### src/rtl/odd_ratio_clkdiv_pkg.sv
package odd_ratio_clkdiv_pkg;

   // index of the ratio table: low ratio at 0, high ratio at 1
   typedef enum logic {
      RATIO_SEL_LO = 1'b0,
      RATIO_SEL_HI = 1'b1
   } ratio_sel_e;

   // number of whole input cycles the lead stage stays high
   function automatic int lead_span(input int ratio);
      return (ratio - 1) / 2;
   endfunction

   function automatic bit ratio_ok(input int ratio);
      return (ratio >= 3) && ((ratio % 2) == 1);
   endfunction

endpackage

### src/rtl/odiv_enable_sync.sv
// Two-edge enable capture: one rising edge, then one falling edge.
module odiv_enable_sync (
   input  logic clk,
   input  logic rst_n,
   input  logic en_i,
   output logic armed_o
);

   logic rise_q;
   logic fall_q;

   always_ff @(posedge clk or negedge rst_n) begin
      if (!rst_n) rise_q <= 1'b0;
      else        rise_q <= en_i;
   end

   always_ff @(negedge clk or negedge rst_n) begin
      if (!rst_n) fall_q <= 1'b0;
      else        fall_q <= rise_q;
   end

   assign armed_o = fall_q;

endmodule

### src/rtl/odiv_period_ctrl.sv
// Rising-edge period sequencer: counts input cycles, latches the ratio at
// each period start and drives the lead (whole-cycle) high phase.
module odiv_period_ctrl
   import odd_ratio_clkdiv_pkg::*;
#(
   parameter int RATIO_LO = 3,
   parameter int RATIO_HI = 5,
   parameter int CNT_W    = $clog2(RATIO_HI)
) (
   input  logic clk,
   input  logic rst_n,
   input  logic sel_hi_i,
   input  logic armed_i,
   output logic lead_o,
   output logic run_o,
   output logic ratio_hi_o
);

   logic [CNT_W-1:0] last_tbl [2];
   logic [CNT_W-1:0] span_tbl [2];

   for (genvar g = 0; g < 2; g++) begin : g_ratio_tbl
      localparam int RATIO = (g == 0) ? RATIO_LO : RATIO_HI;
      assign last_tbl[g] = CNT_W'(RATIO - 1);
      assign span_tbl[g] = CNT_W'(lead_span(RATIO));
   end

   logic [CNT_W-1:0] cnt_q;
   logic [CNT_W-1:0] cnt_inc;
   logic             run_q;
   logic             lead_q;
   ratio_sel_e       ratio_q;
   logic             at_end;

   assign cnt_inc = cnt_q + 1'b1;
   assign at_end  = (cnt_q == last_tbl[ratio_q]);

   always_ff @(posedge clk or negedge rst_n) begin
      if (!rst_n) begin
         run_q   <= 1'b0;
         cnt_q   <= '0;
         lead_q  <= 1'b0;
         ratio_q <= RATIO_SEL_LO;
      end else if (!run_q || at_end) begin
         if (armed_i) begin
            run_q   <= 1'b1;
            cnt_q   <= '0;
            lead_q  <= 1'b1;
            ratio_q <= ratio_sel_e'(sel_hi_i);
         end else begin
            run_q   <= 1'b0;
            cnt_q   <= '0;
            lead_q  <= 1'b0;
         end
      end else begin
         cnt_q  <= cnt_inc;
         lead_q <= (cnt_inc < span_tbl[ratio_q]);
      end
   end

   assign lead_o     = lead_q;
   assign run_o      = run_q;
   assign ratio_hi_o = (ratio_q == RATIO_SEL_HI);

endmodule

### src/rtl/odiv_edge_merge.sv
// Falling-edge stretch: extends the lead phase by half an input period.
module odiv_edge_merge (
   input  logic clk,
   input  logic rst_n,
   input  logic lead_i,
   output logic trail_o,
   output logic out_o,
   output logic out_n_o
);

   logic trail_q;

   always_ff @(negedge clk or negedge rst_n) begin
      if (!rst_n) trail_q <= 1'b0;
      else        trail_q <= lead_i;
   end

   assign trail_o = trail_q;
   assign out_o   = lead_i | trail_q;
   assign out_n_o = ~(lead_i | trail_q);

endmodule

### src/rtl/odd_ratio_clkdiv.sv
module odd_ratio_clkdiv
   import odd_ratio_clkdiv_pkg::*;
#(
   parameter int RATIO_LO = 3,
   parameter int RATIO_HI = 5
) (
   input  logic clk_in,
   input  logic rst_n,
   input  logic sel_five,
   input  logic enable,
   output logic clk_out,
   output logic clk_out_n
);

   localparam int CNT_W = $clog2(RATIO_HI);

   initial begin
      assert (ratio_ok(RATIO_LO)) else $error("RATIO_LO must be odd and at least 3");
      assert (ratio_ok(RATIO_HI)) else $error("RATIO_HI must be odd and at least 3");
      assert (RATIO_LO < RATIO_HI) else $error("RATIO_LO must be below RATIO_HI");
   end

   logic armed_w;
   logic lead_w;
   logic run_w;
   logic ratio_hi_w;
   logic trail_w;

   odiv_enable_sync u_en_sync (
      .clk     (clk_in),
      .rst_n   (rst_n),
      .en_i    (enable),
      .armed_o (armed_w)
   );

   odiv_period_ctrl #(
      .RATIO_LO (RATIO_LO),
      .RATIO_HI (RATIO_HI),
      .CNT_W    (CNT_W)
   ) u_ctrl (
      .clk        (clk_in),
      .rst_n      (rst_n),
      .sel_hi_i   (sel_five),
      .armed_i    (armed_w),
      .lead_o     (lead_w),
      .run_o      (run_w),
      .ratio_hi_o (ratio_hi_w)
   );

   odiv_edge_merge u_merge (
      .clk     (clk_in),
      .rst_n   (rst_n),
      .lead_i  (lead_w),
      .trail_o (trail_w),
      .out_o   (clk_out),
      .out_n_o (clk_out_n)
   );

endmodule

### config.mk
export PLATFORM = sky130hd
export DESIGN_NAME = odd_ratio_clkdiv
export DESIGN_NICKNAME = d
export VERILOG_FILES = /design/src/rtl/odd_ratio_clkdiv_pkg.sv /design/src/rtl/odiv_enable_sync.sv /design/src/rtl/odiv_period_ctrl.sv /design/src/rtl/odiv_edge_merge.sv /design/src/rtl/odd_ratio_clkdiv.sv
export SDC_FILE = /design/constraint.sdc
export NUM_CORES = 1
export LEC_CHECK = 0
export BUFFER_PORTS_ARGS = -buffer_cell sky130_fd_sc_hd__buf_4
export CAP_MARGIN = 20
export CORE_AREA = 2 2 39 41
export CTS_CLUSTER_SIZE = 12
export DETAILED_ROUTE_END_ITERATION = 6
export DIE_AREA = 0 0 41 43
export PLACE_DENSITY_LB_ADDON = 0.08
export SLEW_MARGIN = 20
export SYNTH_ARGS = -nofsm -noshare
export SYNTH_HDL_FRONTEND = slang
export SYNTH_SLANG_ARGS = --single-unit
### constraint.sdc
create_clock -name clk_in -period 3.3 [get_ports clk_in]
set_input_delay 0.165 -clock clk_in [delete_from_list [all_inputs] [get_ports clk_in]]
set_output_delay 0.165 -clock clk_in [all_outputs]
set_load 0.02 [all_outputs]
==> impl_metrics.csv <==
group,metric,value,unit
critical_path,path_depth,3,
detailed_routing,drtPass1Iterations,2,
clock_network,numCtsBuffers,3,
synthesis,synthCells,30,
clock_network,tritoncts,"built",
pwr,comb_power_share,43.1,%
synthesis,ys_seq_area_share,60.0,%
detailed_routing,ant_nets,0,
synthesis,synth_edf_count,0,
sta,tns,0,ns
pwr,power.switching,166,uW
critical_path,cp-endpoint,"clk_out_n",
layout,num_antenna_cells,0,
synthesis,synth_area,375,um2
critical_path,cp-start-kind,"flop",
synthesis,avgSynthCellArea,12.5,um2
synthesis,synth_top_family_by_area,"simple AND/OR/NAND/NOR gates",
global_route,grt_usage,9.83,%
clock_network,cts_resized,0,
synthesis,synth-compound-area-share,9.00,%
global_route,grt_pass1_vias,285,
global_route,overflow,0,
synthesis,yosysUniqueCellTypes,16,
synthesis,synth_top_flop_cell,"dfrtp_1",
pwr,p_leak,0.000239,uW
synthesis,synth_warnings,0,
clock_network,clk_root_buffer_cell,"clkbuf_4",
detailed_routing,vias,262,
run,max_cap_viol_count,0,
synthesis,muxShareOfSynthArea,3.00,%
critical_path,crit_type,"flop to primary output",
floorplan,ios,6,
status,status,"finished, final reports clean",
critical_path,path_max_fanout,2,
layout,fin_area,480,um2
synthesis,ys_ff_latch,9,
clock_network,cts_max_level,1,
placement,portBuffers,5,
pwr,power_density,982,mW/mm2
critical_path,r2r_end,"u_ctrl.ratio_hi_o$_DFFE_PN0P_",
synthesis,synth_area_leaders,"dfrtp_1, dfrtn_1, ha_1",
layout,final_layout_size_suffix_gt1_share,26.8,%
floorplan,fp.dieH,43,um
sta,slew_headroom,83.1,%
sta,rsz0062_at_grt,"false",
pwr,total_power,472,uW
critical_path,cp_num_buf_inv,2,
synthesis,synth_area_leader_cell,"dfrtp_1",
critical_path,startpoint,"u_merge.trail_o$_DFF_NN0_",
layout,area_growth,28.0,%
detailed_routing,top_layer,"met4",
placement,placed_cells,51,
pwr,p_sw_share,35.1,%
pwr,vdd_ir_drop_max,0.000357,V
synthesis,synth_nets,36,
pwr,clockPowerShare,17.4,%
global_route,antenna_found_initial,0,
sta,hold_viol,0,
floorplan,die_w,41,um
placement,dp_hpwl,426,um
pwr,power.internal,306,uW
critical_path,critical_path_required,3.13,ns
detailed_routing,drt_iter0_markers,2,
detailed_routing,via_per_inst,4.60,
sta,slew_violations,0,
sta,setup_viol,0,
clock_network,clockBufferDepth,2,
global_route,grt_pass1_wl,1040,um
synthesis,yosys.area_share.simple,15.0,%
critical_path,critPathSlowestCell,"dfrtn_1",
critical_path,rr_worst_depth,2,
floorplan,die_area,0.00176,mm2
critical_path,rrSetupSlack,0.80,ns
critical_path,worstPathCellList,"or2_2 -> inv_1 -> buf_4",
sta,fin_skew,0.0145,ns
critical_path,worstSetupEndpointType,"primary output",
synthesis,synth_xor_area_share,2.33,%
detailed_routing,met3_length,40,um
detailed_routing,wl,552,um
synthesis,synthArstFlopShare,100,%
floorplan,start_util,27.1,%
global_route,grt_start_max_net_pins,10,
layout,fin_nets,48,
detailed_routing,route.met2.wl,278,um
detailed_routing,wl_per_cell,9.68,um
critical_path,slowest_delay,0.32,ns
floorplan,core-area,0.00138,mm2
clock_network,clock_latency,0.27,ns
synthesis,synth_top_area_share,46.7,%
clock_network,cts.sinks,9,
placement,gp_congestion,0.669,
floorplan,rows,14,
detailed_routing,route.detailed.drc,0,
critical_path,cp_top_family,"flip-flops",
detailed_routing,wl_met1,224,um
worst_hold_path,min_path_type,"primary input to flop",
critical_path,reg2reg_from,"u_en_sync.armed_o$_DFF_NN0_",
synthesis,yosys.area_share.adder,6.67,%
clock_network,path_clk_slew,0.06,ns
pwr,seqPwrFrac,39.5,%
placement,place_area,433,um2
layout,finalNonFillerCells,57,
critical_path,arrival,2.71,ns
sta,worst_pin_slew,0.250,ns
[cell usage after synthesis, types with 2 or more instances]
cell type	count
inv_1	4
dfrtn_1	2
nor2_1	3
ha_1	2
or2b_1	2
dfrtp_1	7
[stage by stage]
step	util [%]	hold slack, ns	setup slack [ns]
CTS	34.7	0.152	0.415
global route	34.7	0.142	0.350
detailed placement	31.3	-0.00634	0.701
floorplan	-	-0.131	0.664
finish	34.7	0.161	0.427
global placement	31.3	-0.00841	0.706
[flip-flops by register name, indices dropped and copies added, names as in the netlist]
name,flops
u_ctrl.ratio_hi_o,1
u_ctrl.run_o,1
u_ctrl.cnt_q,3
u_en_sync.rise_q,1
u_ctrl.lead_o,1
u_merge.trail_o,1
u_en_sync.armed_o,1
[cell usage in the layout, fill, tap and decap left out]
cell type      synthesis  layout
nor3b_1                1       1
xor2_1                 1       1
mux2_1                 1       1
a32o_1                 1       1
buf_4                  0       5
a311o_2                1       1
dfrtn_1                2       2
nor2_1                 3       3
nor4b_1                1       1
clkinv_2               0       1
clkbuf_4               0       3
ha_1                   2       2
dfrtp_1                7       7
a211oi_1               1       1
dlygate4sd3_1          0       2
o21ai_0                1       1
or2_2                  1       1
and2b_1                1       1
inv_1                  4       4
or2b_1                 2       2
[timing repair]
| item | 4_1_cts | 5_1_grt |
|---|---|---|
| setup buffers | 0 | 0 |
| hold buffers | 2 | 0 |
| hold endpoints to repair | 8 | 0 |
[metal layers]
metal	vias to the layer above	GRT usage (%)
met5	-	0
met4	0	6.00
met3	2	9.42
met2	7	14.4
met1	125	7.95
li1	128	-
[how the worst min path moves through the flow]
stage	from	endpoint	slack, ns	depth (start not counted)
final	sel_five	u_ctrl.ratio_hi_o$_DFFE_PN0P_	0.16	2
after global routing	sel_five	u_ctrl.ratio_hi_o$_DFFE_PN0P_	0.14	2
after CTS	sel_five	u_ctrl.ratio_hi_o$_DFFE_PN0P_	0.15	2
after detailed placement	rst_n	u_ctrl.cnt_q[2]$_DFF_PN0_	-0.006	1
after global placement	rst_n	u_ctrl.lead_o$_DFF_PN0_	-0.008	1
after floorplan	rst_n	u_ctrl.cnt_q[0]$_DFF_PN0_	-0.13	0
[kinds of logic (layout without fill, tap and decap cells)]
logic type | Yosys count | in the layout
compound gates | 4 | 4
xor+xnor | 1 | 1
fa+ha+maj | 2 | 2
buf+inv | 4 | 15
flops | 9 | 9
mux | 1 | 1
simple gates | 9 | 9
[cell type report]
type | instances | area [um2]
timing repair buffer | 7 | 57.6
tap | 16 | 20.0
inverter | 4 | 15.0
sequential | 9 | 225
multi-input combinational | 17 | 135
clock buffer | 3 | 22.5
clock inverter | 1 | 5.00
fill | 144 | 903
[power groups by stage]
| stage | Sequential (uW) | Clock, uW | Combinational [uW] |
|---|---|---|---|
| after floorplan | 181 | 0 | 155 |
| after global placement | 188 | 0 | 203 |
| after detailed placement | 190 | 0 | 208 |
| after CTS | 187 | 86.8 | 211 |
| after global routing | 196 | 95.9 | 230 |
| final | 186 | 82.1 | 204 |
Power figures use the tool's default switching activity.
